==> config.mk <==
export PLATFORM = sky130hd
export DESIGN_NAME = key_zeroize_ctrl
export DESIGN_NICKNAME = d
export VERILOG_FILES = /design/src/rtl/kz_pkg.sv /design/src/rtl/kz_bus_decode.sv /design/src/rtl/kz_key_store.sv /design/src/rtl/kz_idle_timer.sv /design/src/rtl/key_zeroize_ctrl.sv
export SDC_FILE = /design/constraint.sdc
export NUM_CORES = 1
export LEC_CHECK = 0
export CORE_UTILIZATION = 45
export DETAILED_ROUTE_END_ITERATION = 8
export GPL_ROUTABILITY_DRIVEN = 0
export MAX_ROUTING_LAYER = met4
export PLACE_DENSITY = 0.72
export SETUP_SLACK_MARGIN = 0.5
export SYNTH_ARGS = -nofsm -noshare
export SYNTH_HDL_FRONTEND = slang
export SYNTH_SLANG_ARGS = --single-unit
==> constraint.sdc <==
create_clock -name clk -period 4.67 [get_ports clk]
set_clock_uncertainty 0.05 [all_clocks]
set_input_delay 0.467 -clock clk [delete_from_list [all_inputs] [get_ports clk]]
set_output_delay 0.467 -clock clk [all_outputs]
set_load 0.01 [all_outputs]
==> src/rtl/kz_pkg.sv <==
// Package: shared register addresses, control/status bit positions and the
// decoded-command type used between the bus decoder and the state logic.
package kz_pkg;
    localparam int          ADDR_W     = 8;
    localparam logic [7:0]  A_CTRL     = 8'h08;
    localparam logic [7:0]  A_STATUS   = 8'h09;
    localparam logic [7:0]  A_TIMEOUT  = 8'h0A;
    localparam logic [7:0]  A_KEY_BASE = 8'h10;

    localparam int CB_COMMIT = 0;
    localparam int CB_WIPE   = 1;
    localparam int CB_LEN256 = 2;

    localparam int SB_LOADED  = 0;
    localparam int SB_EXPIRED = 1;

    typedef struct packed {
        logic commit;
        logic wipe;
        logic len256;
        logic tmo_we;
        logic key_we;
        logic status_rd;
    } kz_cmd_t;
endpackage

==> src/rtl/kz_bus_decode.sv <==
// Module: kz_bus_decode
// Turns a one-cycle bus access into command strobes and builds read data.
// Assumes each access is a single-cycle strobe; key words are never readable.
module kz_bus_decode
    import kz_pkg::*;
#(
    parameter int WORD_W    = 32,
    parameter int KEY_WORDS = 8,
    parameter int CNT_W     = 32,
    localparam int IDX_W    = $clog2(KEY_WORDS)
) (
    input  logic              cs,
    input  logic              we,
    input  logic [ADDR_W-1:0] addr,
    input  logic [WORD_W-1:0] wdata,
    input  logic              loaded,
    input  logic              expired,
    input  logic              len256,
    input  logic [CNT_W-1:0]  tmo,
    output kz_cmd_t           cmd,
    output logic [IDX_W-1:0]  key_idx,
    output logic [WORD_W-1:0] rdata
);
    logic             in_key;
    logic [ADDR_W-1:0] key_off;

    // Key window hit test and offset into it.
    always_comb begin
        key_off = addr - A_KEY_BASE;
        in_key  = (addr >= A_KEY_BASE) &&
                  (addr < A_KEY_BASE + ADDR_W'(KEY_WORDS));
        key_idx = key_off[IDX_W-1:0];
    end

    // Command strobes from the write or read access.
    always_comb begin
        cmd           = '0;
        cmd.commit    = cs && we && (addr == A_CTRL) && wdata[CB_COMMIT];
        cmd.wipe      = cs && we && (addr == A_CTRL) && wdata[CB_WIPE];
        cmd.len256    = wdata[CB_LEN256];
        cmd.tmo_we    = cs && we && (addr == A_TIMEOUT);
        cmd.key_we    = cs && we && in_key;
        cmd.status_rd = cs && !we && (addr == A_STATUS);
    end

    // Read data multiplexer; key addresses fall to the zero default.
    always_comb begin
        rdata = '0;
        if (cs && !we) begin
            unique case (addr)
                A_CTRL:    rdata[CB_LEN256] = len256;
                A_STATUS:  begin
                    rdata[SB_LOADED]  = loaded;
                    rdata[SB_EXPIRED] = expired;
                end
                A_TIMEOUT: rdata = WORD_W'(tmo);
                default:   rdata = '0;
            endcase
        end
    end
endmodule

==> src/rtl/kz_key_store.sv <==
// Module: kz_key_store
// Holds the key as KEY_WORDS registers, word 0 most significant, plus the
// length select. A wipe clears every key bit and beats a same-cycle word write.
// In short mode the lower half of the output is forced to zero.
module kz_key_store #(
    parameter int WORD_W    = 32,
    parameter int KEY_WORDS = 8,
    localparam int KEY_W    = WORD_W * KEY_WORDS,
    localparam int IDX_W    = $clog2(KEY_WORDS)
) (
    input  logic              clk,
    input  logic              rst_n,
    input  logic              wipe,
    input  logic              word_we,
    input  logic [IDX_W-1:0]  word_idx,
    input  logic [WORD_W-1:0] wdata,
    input  logic              len_we,
    input  logic              len_val,
    output logic [KEY_W-1:0]  key,
    output logic              len256
);
    logic [KEY_W-1:0] key_q;

    for (genvar i = 0; i < KEY_WORDS; i++) begin : g_word
        localparam int TOP = KEY_W - 1 - i * WORD_W;
        // Word i storage: cleared by reset or wipe, loaded on its write.
        always_ff @(posedge clk) begin
            if (!rst_n || wipe)
                key_q[TOP -: WORD_W] <= '0;
            else if (word_we && word_idx == IDX_W'(i))
                key_q[TOP -: WORD_W] <= wdata;
        end
    end

    // Length select captured at commit.
    always_ff @(posedge clk) begin
        if (!rst_n)      len256 <= 1'b0;
        else if (len_we) len256 <= len_val;
    end

    // Output: the lower half is shown only in long mode.
    always_comb begin
        key = key_q;
        if (!len256) key[KEY_W/2-1:0] = '0;
    end
endmodule

==> src/rtl/kz_idle_timer.sv <==
// Module: kz_idle_timer
// Timeout register, idle down-counter and loaded/expired flags.
// Priority per edge: wipe, commit, reload (done or status read), countdown.
// Counting happens only while loaded and not busy. A count of 1 or 0 expires.
module kz_idle_timer #(
    parameter int         CNT_W    = 32,
    parameter logic [31:0] TMO_INIT = 32'd1000
) (
    input  logic             clk,
    input  logic             rst_n,
    input  logic             tmo_we,
    input  logic [CNT_W-1:0] tmo_wdata,
    input  logic             wipe_cmd,
    input  logic             commit,
    input  logic             reload,
    input  logic             busy,
    output logic [CNT_W-1:0] tmo,
    output logic [CNT_W-1:0] cnt,
    output logic             loaded,
    output logic             expired,
    output logic             expire_now
);
    // Expiry strobe: the count runs out this cycle with nothing overriding it.
    always_comb begin
        expire_now = loaded && !busy && !wipe_cmd && !commit && !reload &&
                     (cnt <= CNT_W'(1));
    end

    // Programmable timeout register.
    always_ff @(posedge clk) begin
        if (!rst_n)      tmo <= CNT_W'(TMO_INIT);
        else if (tmo_we) tmo <= tmo_wdata;
    end

    // Counter and flags, updated in priority order.
    always_ff @(posedge clk) begin
        if (!rst_n) begin
            cnt     <= '0;
            loaded  <= 1'b0;
            expired <= 1'b0;
        end else if (wipe_cmd) begin
            cnt    <= '0;
            loaded <= 1'b0;
        end else if (commit) begin
            cnt     <= tmo;
            loaded  <= 1'b1;
            expired <= 1'b0;
        end else if (reload) begin
            cnt <= tmo;
        end else if (expire_now) begin
            cnt     <= '0;
            loaded  <= 1'b0;
            expired <= 1'b1;
        end else if (loaded && !busy) begin
            cnt <= cnt - CNT_W'(1);
        end
    end
endmodule

==> src/rtl/key_zeroize_ctrl.sv <==
// Module: key_zeroize_ctrl (top)
// Key register bank with automatic wipe after a programmable idle period.
// Assumes single-cycle bus strobes and a single-cycle op_done pulse.
module key_zeroize_ctrl
    import kz_pkg::*;
#(
    parameter int          WORD_W    = 32,
    parameter int          KEY_WORDS = 8,
    parameter int          CNT_W     = 32,
    parameter logic [31:0] TMO_INIT  = 32'd1000,
    localparam int         KEY_W     = WORD_W * KEY_WORDS,
    localparam int         IDX_W     = $clog2(KEY_WORDS)
) (
    input  logic              clk,
    input  logic              rst_n,
    input  logic              bus_cs,
    input  logic              bus_we,
    input  logic [7:0]        bus_addr,
    input  logic [WORD_W-1:0] bus_wdata,
    output logic [WORD_W-1:0] bus_rdata,
    input  logic              op_busy,
    input  logic              op_done,
    output logic [KEY_W-1:0]  key_out,
    output logic              key_valid,
    output logic              key_is_256
);
    kz_cmd_t          cmd;
    logic [IDX_W-1:0] key_idx;
    logic [CNT_W-1:0] tmo_val;
    logic [CNT_W-1:0] idle_cnt;
    logic             expired;
    logic             expire_now;
    logic             wipe_all;

    // Either cause of a wipe clears the key registers.
    always_comb wipe_all = cmd.wipe || expire_now;

    kz_bus_decode #(.WORD_W(WORD_W), .KEY_WORDS(KEY_WORDS), .CNT_W(CNT_W)) u_dec (
        .cs(bus_cs), .we(bus_we), .addr(bus_addr), .wdata(bus_wdata),
        .loaded(key_valid), .expired(expired), .len256(key_is_256),
        .tmo(tmo_val), .cmd(cmd), .key_idx(key_idx), .rdata(bus_rdata)
    );

    kz_key_store #(.WORD_W(WORD_W), .KEY_WORDS(KEY_WORDS)) u_store (
        .clk(clk), .rst_n(rst_n), .wipe(wipe_all),
        .word_we(cmd.key_we), .word_idx(key_idx), .wdata(bus_wdata),
        .len_we(cmd.commit && !cmd.wipe), .len_val(cmd.len256),
        .key(key_out), .len256(key_is_256)
    );

    kz_idle_timer #(.CNT_W(CNT_W), .TMO_INIT(TMO_INIT)) u_timer (
        .clk(clk), .rst_n(rst_n),
        .tmo_we(cmd.tmo_we), .tmo_wdata(bus_wdata[CNT_W-1:0]),
        .wipe_cmd(cmd.wipe), .commit(cmd.commit),
        .reload(op_done || cmd.status_rd), .busy(op_busy),
        .tmo(tmo_val), .cnt(idle_cnt), .loaded(key_valid),
        .expired(expired), .expire_now(expire_now)
    );
endmodule

; Word level (Yosys, flattened, before mapping)
; Index checks and enable logic that the tools add are counted.
[word_totals]
regBits = 323
elab_cells = 84
[op_classes]
n_addsub = 2
order_cmp = 3
eq_ne = 11
mux = 15
bitwise_logic = 2
n_reduce_logical = 38
[op_table]
columns = op, n
row1 = $mux 32, 5
row2 = $mux 128, 1
row3 = $le 32x1->1 const B, 1
row4 = $sub 32x1->32 const B, 1
row5 = $mux 29, 1
row6 = $eq 8x4->1 const B, 3
row7 = $logic_and 1x1->1, 23
row8 = $eq 3x3->1 const B, 4
row9 = $ge 8x5->1 const B, 1
row10 = $lt 8x5->1 const B, 1
row11 = $eq 3x2->1 const B, 2
row12 = $logic_not 1->1, 6
row13 = $mux 1, 6
row14 = $pmux 2 s2, 1
row15 = $reduce_bool 4->1, 1
row16 = $eq 3x1->1 const B, 1
row17 = $logic_not 3->1, 1
row18 = $logic_or 1x1->1, 3
row19 = $reduce_and 3->1, 1
row20 = $sub 3x1->3 const B, 1
row21 = $ne 2x1->1 const B, 1
row22 = $not 1->1, 2
row23 = $pmux 1 s2, 1
row24 = $reduce_and 2->1, 1
row25 = 2 further kinds, 2

; Logic depth before layout (Yosys ltp)
; Gate-level depths: netlist of run 1.
[logic_depth]
ltp_word = 11
mapped_depth = 9
depth_no_buf = 7

; Cells and area by module
; A second synthesis of run 1 with hierarchy kept.
[hier_totals]
hier_cells = 1638
area_unflattened_um2 = 16189.3
[by_module_without_submodules]
columns = module, n_inst, cells_each, area_each_um2, seq_area_each_um2
row1 = kz_key_store, 1, 1178, 12221.7, 5144.9
row2 = kz_idle_timer, 1, 362, 3174.3, 1321.3
row3 = kz_bus_decode, 1, 95, 772.0, 0.0
row4 = key_zeroize_ctrl, 1, 3, 21.3, 0.0

; Least setup slack after synthesis of run 1
; No wires, ideal clock.
[synth_timing]
kind = input to output
startpoint = in bus_addr[5]
endpoint = out bus_rdata[21]
arrival_time_ns = 1.813
path_slack_ns = 2.340
stages = 6
path_cell_list = nor4b_4 > nand3b_1 > nor2_1 > clkbuf_1 > clkbuf_1 > and2_1
[synth_via]
elab_chain_cells = 3
[synth_rtl]
columns = element, line
row1 = "start, declared", key_zeroize_ctrl.sv:18  ; input logic [7:0] bus_addr,
row2 = $eq 8x4->1, kz_bus_decode.sv:50  ; unique case (addr)
row3 = $mux 29, kz_bus_decode.sv:50
row4 = $mux 32, kz_bus_decode.sv:49  ; if (cs && !we) begin
row5 = "end, declared", key_zeroize_ctrl.sv:20  ; output logic [WORD_W-1:0] bus_rdata,
; No other way between the ends.

; Worst setup path in the final report of run 1
[layout_timing]
startpoint = in bus_addr[3]
endpoint = out bus_rdata[6]
; Same word-level chain as after synthesis.

==> results of run 1 <==
==> critical path, stage by stage <==
cell and delay, ps:
clkdlybuf4s50_1 530, nor3b_1 480, nand3b_1 250, nor2_1 160
buf_4 260, and2_1 180, clkdlybuf4s50_1 540
==> power groups by stage <==
stage / clock [mW] / combinational (mW) / sequential (mW)
global route: 2.95 / 0.292 / 2.77
finish: 2.79 / 0.277 / 2.77
CTS: 2.84 / 0.273 / 2.77
detailed placement: 0 / 0.272 / 2.83
global placement: 0 / 0.270 / 2.83
floorplan: 0 / 0.182 / 2.83
==> logic make-up after synthesis <==
kind of cell | synth area share (%)
AND/OR/NAND/NOR | 28.51
AO/OA/AOI/OAI | 13.93
flip-flops | 43.59
buffers and inverters | 12.55
XOR/XNOR | 1.122
multiplexers | 0.1350
adder cells (fa/ha/maj) | 0.1687
==> cells in the final DEF, fill, tap and decap left out, drive strengths merged, types with 4 or more instances in the layout <==
| master | n |
|---|---|
| o31a | 4 |
| nor3 | 20 |
| clkinv | 7 |
| o2111ai | 4 |
| o211ai | 6 |
| nand3 | 25 |
| or3 | 8 |
| nor4 | 23 |
| nand4 | 13 |
| nor2 | 24 |
| a21boi | 29 |
| dfxtp | 323 |
| or2 | 8 |
| or4 | 8 |
| nor2b | 4 |
| inv | 5 |
| xnor2 | 16 |
| nor3b | 4 |
| o2bb2ai | 7 |
| clkbuf | 55 |
| buf | 20 |
| nand2 | 609 |
| and2 | 160 |
| a21oi | 275 |
| o21ai | 7 |
| clkdlybuf4s50 | 335 |
==> layer usage <==
metal	routed length (um)	GRT usage, %	vias to the layer above
met5	0	-	-
met1	19440	34.42	6184
met4	1587	10.37	0
met3	4248	6.933	100
li1	-	-	6275
met2	22210	45.14	569
==> per-stage QoR <==
step / worst slack (ps) / cell area, um^2 / std cells / utilization [%] / hold slack [ps]
after global routing: 1133 / 18320 / 2480 / 56.46 / 408.3
after global placement: 1242 / 17140 / 2417 / 52.83 / 383.5
final: 1278 / 18320 / 2480 / 56.46 / 395.2
after detailed placement: 1184 / 17140 / 2417 / 52.83 / 389.4
after floorplan: 2340 / 14830 / 1909 / - / 374.0
after CTS: 1242 / 18320 / 2480 / 56.46 / 397.5
==> layout make-up <==
class                      count  area (um^2)
fill                        2933        14130
tap                          442        553.0
inverter                       5        18.77
clock inverter                 8        53.80
clock buffer                  55         1125
sequential                   323         6470
multi-input combinational   1292         6561
timing repair buffer         355         3541
==> how the worst min path moves through the flow <==
stage | from | end | slack [ps] | cells after the start
floorplan | u_store.key_q[103] | u_store.key_q[103] | 370 | 2
global placement | u_store.key_q[39] | u_store.key_q[39] | 380 | 2
detailed placement | u_store.key_q[60] | u_store.key_q[60] | 390 | 2
CTS | u_store.key_q[60] | u_store.key_q[60] | 400 | 2
global route | u_store.key_q[9] | u_store.key_q[9] | 410 | 2
finish | u_store.key_q[60] | u_store.key_q[60] | 400 | 2
==> sequential cells by signal, indices dropped and copies added, names as in the netlist <==
signal           count
u_store.key        128
u_store.key_q      128
u_store.len256       1
u_timer.cnt         32
u_timer.expired      1
u_timer.loaded       1
u_timer.tmo         32
==> flow_summary_export.csv, run 1 <==
group,metric,value,unit
clock_network,cts_setup_buffers,0,
power_and_ir_drop,leakage,6.018,nW
sta,maxSlewViolCount,0,
route,antenna_left,0,
final_layout,nets,2061,
sta,fin_tns_setup,0,ps
yosys,yosysWarnings,0,
route,wl,47490,um
critical_path,critPathKind,"primary input to output pin",
yosys,ys_ff_latch,323,
sta,fmax,294.8,MHz
yosys,yosys-top-cells-count,"609 x nand2_1, 323 x dfxtp_1, 255 x a21oi_1",
global_routing,antenna_found_initial,0,
yosys,synth_top_area_share,43.59,%
placed_design,port_buffers,335,
power_and_ir_drop,swShare,22.84,%
global_routing,grt_max_degree,132,
critical_path,critPathRequiredTime,4150,ps
sta,slew_headroom,22.45,%
final_layout,drive_above_1_share,6.330,%
placed_design,hpwl,31160,um
clock_network,tritoncts,"built",
floorplanning,core_area,32450,um^2
run,maxCapViolations,0,
yosys,syn-num-nets,1957,
clock_network,cts_buffers,36,
yosys,synth_edf_count,0,
sta,hold_violations,0,
route,detail_route.vias_per_cell,5.294,
global_routing,overflow,0,
clock_network,htree_levels,2,
global_routing,grt_usage,28.24,%
floorplanning,initial_utilization,45.71,%
yosys,syn_area,14830,um^2
clock_network,clockRootBuffer,"clkbuf_16",
critical_path,rrSetupSlack,1760,ps
yosys,synth_area_per_cell,7.771,um^2
route,drtPass1Iterations,5,
route,drtIter0Drc,1207,
yosys,ys_async_sr_fraction,0,%
global_routing,grt_pass1_vias,12420,
floorplanning,num_rows,66,
critical_path,startpoint,"bus_addr[3]",
critical_path,worstPathMaxFanout,29,
global_routing,grt_pass1_wl,71800,um
yosys,syn_inst,1909,
yosys,ys_seq_area_share,43.59,%
sta,fin_crit_sh,72.64,%
sta,period_minus_slack,3392,ps
final_layout,n_antenna_cell,0,
sta,rsz0062_at_grt,"no",
clock_network,clkTransAtPathRegs,60,ps
critical_path,worstSetupEndpoint,"bus_rdata[6]",
power_and_ir_drop,irDropWorstVdd,218.3,uV
critical_path,worstRegToRegCells,5,
power_and_ir_drop,p_sw,1.334,mW
power_and_ir_drop,internal_power,4.508,mW
power_and_ir_drop,powerDensity,318.9,nW/um^2
yosys,ys_top_cells_by_area,"dfxtp_1 44%, nand2_1 15%, a21oi_1 8.6%",
clock_network,insertion_delay,510,ps
power_and_ir_drop,combinationalPowerShare,4.7,%
floorplanning,die_area,33690,um^2
final_layout,syn2layout_area_growth,23.52,%
status,status,"completed",
yosys,synth_cell_types,61,
yosys,yosysMostFrequentCell,"nand2_1",
route,num_vias,13128,
route,post_drt_wl_per_cell,19.15,um
floorplanning,ios,336,
power_and_ir_drop,p_clk_share,47.8,%
route,drc_errors,0,
critical_path,cp-end-kind,"output pin",
hold_path,hold_path_class,"flip-flop to flip-flop",
yosys,yosys_most_used_dff,"dfxtp_1",
clock_network,clock_path_buffers,3,
sta,worstMarginPinSlew,1163,ps
power_and_ir_drop,total_power,5.843,mW
floorplanning,die_y,183.6,um
critical_path,worst_r2r_endpoint,"u_timer.cnt[23]",
yosys,yosys.area.top_type,"dfxtp_1",
floorplanning,die_w,183.6,um
critical_path,startpoint_type,"primary input",
clock_network,cts.repair.resized,0,
power_and_ir_drop,p_seq_share,47.5,%
critical_path,timing.rr.start,"u_timer.cnt[22]",
clock_network,cts_hold_buf,0,
critical_path,worst_ep_arrival_time,2880,ps
sta,setup_viol,0,
clock_network,numClockSinks,323,
Power figures use the tool's default switching activity.
==> inputs of run 2 (changes only) <==
PLACE_DENSITY = 0.75   (was 0.72)
clock period = 3 ns   (was 4.67 ns; I/O delays follow)
==> run 2 against run 1 <==
  * Hold slack better by 1.3 ps
  * Die area unchanged
  * Largest power group unchanged
  * Sequential power up 56%
  * Total power up 58%
  * Final area up 3.0%
  * Non-clock buffer count up 44
  * Wire length up 1.3%
  * Sequential share of layout area down 1.0 points
  * Clock-buffer cell count down 10
  * First-iteration DRC count down 19%
  * Final cell count up 1.8%
  * Via count up 2.3%
==> flow_summary_export.csv, run 2 (synthesis results as in run 1) <==
group,metric,value,unit
run,maxCapViolations,0,
placed_design,place_worst_setup_slack,200.2,ps
clock_network,insertion_delay,500,ps
floorplanning,die_w,183.6,um
power_and_ir_drop,p_sw,2.126,mW
sta,hold_violations,0,
power_and_ir_drop,combinationalPowerShare,5.1,%
critical_path,timing.rr.start,"u_timer.cnt[22]",
critical_path,critPathKind,"primary input to output pin",
power_and_ir_drop,p_clk_share,48.2,%
sta,fin_tns_setup,0,ps
final_layout,nets,2104,
global_routing,grt_max_degree,131,
global_routing,overflow,0,
sta,period_minus_slack,2627,ps
sta,maxSlewViolCount,0,
route,drc_errors,0,
route,antenna_left,0,
route,detail_route.vias_per_cell,5.323,
final_layout,stdcell_area,18870,um^2
route,drtPass1Iterations,5,
sta,setup_viol,0,
route,wl,48110,um
critical_path,slowest_delay,530,ps
final_layout,layout_common_cells,"609 x nand2_1, 330 x clkdlybuf4s50_1, 322 x dfxtp_1",
clock_network,clock_path_buffers,3,
critical_path,worst_ep_arrival_time,2280,ps
floorplanning,die_area,33690,um^2
critical_path,worstPathMaxFanout,29,
power_and_ir_drop,powerDensity,490.1,nW/um^2
critical_path,worst_r2r_endpoint,"u_store.key_q[95]",
route,post_drt_wl_per_cell,19.06,um
critical_path,slowest_stage,"clkdlybuf4s50_1",
critical_path,critical_path.top_delay_family,"buffers and inverters",
power_and_ir_drop,p_seq_share,46.7,%
critical_path,critPathRequiredTime,2650,ps
final_layout,n_antenna_cell,0,
critical_path,worstRegToRegCells,7,
final_layout,utilization,58.14,%
global_routing,grt_pass1_wl,72990,um
critical_path,path_buf_inv,3,
route,drtIter0Drc,980,
critical_path,cp-end-kind,"output pin",
power_and_ir_drop,total_power,9.247,mW
clock_network,clockRootBuffer,"clkbuf_16",
floorplanning,initial_utilization,45.71,%
status,status,"completed",
placed_design,hpwl,32060,um
critical_path,crit_cells,7,
floorplanning,num_rows,66,
placed_design,port_buffers,335,
sta,fmax,380.7,MHz
sta,fin_hold_ws,396.5,ps
clock_network,cts_hold_buf,0,
clock_network,cts_buffers,35,
critical_path,crit_chain,"clkdlybuf4s50_1 -> nor4b_4 -> nand3b_1 -> nor2_2 -> buf_12 -> and2_1 -> clkdlybuf4s50_1",
global_routing,grt_usage,28.61,%
hold_path,hold_start,"u_store.key_q[127]",
power_and_ir_drop,internal_power,7.121,mW
final_layout,syn2layout_area_growth,27.20,%
clock_network,tritoncts,"built",
floorplanning,die_y,183.6,um
hold_path,hold_path_class,"flip-flop to flip-flop",
final_layout,fin_cells,2524,
critical_path,cpMostUsedCell,"clkdlybuf4s50_1",
floorplanning,core_area,32450,um^2
power_and_ir_drop,leakage,6.302,nW
critical_path,rrSetupSlack,570,ps
route,num_vias,13435,
sta,fin_ws,373.1,ps
critical_path,startpoint_type,"primary input",
sta,worstMarginPinSlew,812.8,ps
power_and_ir_drop,swShare,22.99,%
hold_path,whs_path_depth,2,
sta,fin_crit_sh,87.56,%
sta,slew_headroom,45.81,%
final_layout,drive_above_1_share,8.549,%
clock_network,numClockSinks,323,
floorplanning,ios,336,
hold_path,hold_path_end,"u_store.key_q[127]",
global_routing,grt_pass1_vias,12877,
placed_design,place_area,17600,um^2
placed_design,dp.cells,2456,
global_routing,antenna_found_initial,0,
clock_network,htree_levels,2,
clock_network,clkTransAtPathRegs,60,ps
sta,rsz0062_at_grt,"yes",
power_and_ir_drop,irDropWorstVdd,402.1,uV
final_layout,final_common_cell,"nand2_1",
[run 2: timing repair]
action | in CTS | in global routing
endpoints found under the hold margin | 0 | 0
setup buffers | 3 | 1
pin swaps | 3 | 2
endpoints found under the setup margin | 32 | 52
gates resized for setup | 8 | 3
gates cloned | 0 | 1
[run 2: worst max path at each step]
stage               slack, ps         endpoint      startpoint
detailed placement        200    bus_rdata[23]     bus_addr[3]
CTS                       360     bus_rdata[5]     bus_addr[6]
finish                    370    bus_rdata[24]     bus_addr[5]
global route              270    bus_rdata[16]     bus_addr[5]
floorplan                 890  u_timer.cnt[26]  u_timer.cnt[0]
global placement          220     bus_rdata[9]     bus_addr[5]
[run 2: final cells by class]
cell class | count | area, um^2
Fill cell | 2833 | 13580
Multi-Input combinational cell | 1292 | 6578
Sequential cell | 323 | 6470
Timing Repair Buffer | 399 | 4065
Clock buffer | 45 | 974.7
Tap cell | 442 | 553.0
Clock inverter | 18 | 210.2
Inverter | 5 | 18.77
[run 2: per-layer routing]
| layer | part of all wire, % | vias to the layer above | global-route usage, % |
|---|---|---|---|
| li1 | - | 6368 | - |
| met1 | 41 | 6406 | 35.13 |
| met2 | 48 | 576 | 46.73 |
| met3 | 8.7 | 85 | 6.161 |
| met4 | 2.7 | 0 | 9.033 |
| met5 | 0 | - | - |
[run 2: worst reg2reg max path: cells and delay by family (launching register included)]
kind / cells / cell delay, ps
DFF: 1 / 350
buffers and inverters: 2 / 430
AOI/OAI and AO/OA: 2 / 320
and+or+nand+nor: 3 / 1200
[run 2: power groups by stage]
stage / clock network [mW] / registers [mW] / logic (mW)
after CTS: 4.51 / 4.32 / 0.466
after detailed placement: 0 / 4.41 / 0.463
final: 4.46 / 4.32 / 0.474
after global routing: 4.68 / 4.32 / 0.498
after floorplan: 0 / 4.41 / 0.284
after global placement: 0 / 4.41 / 0.460
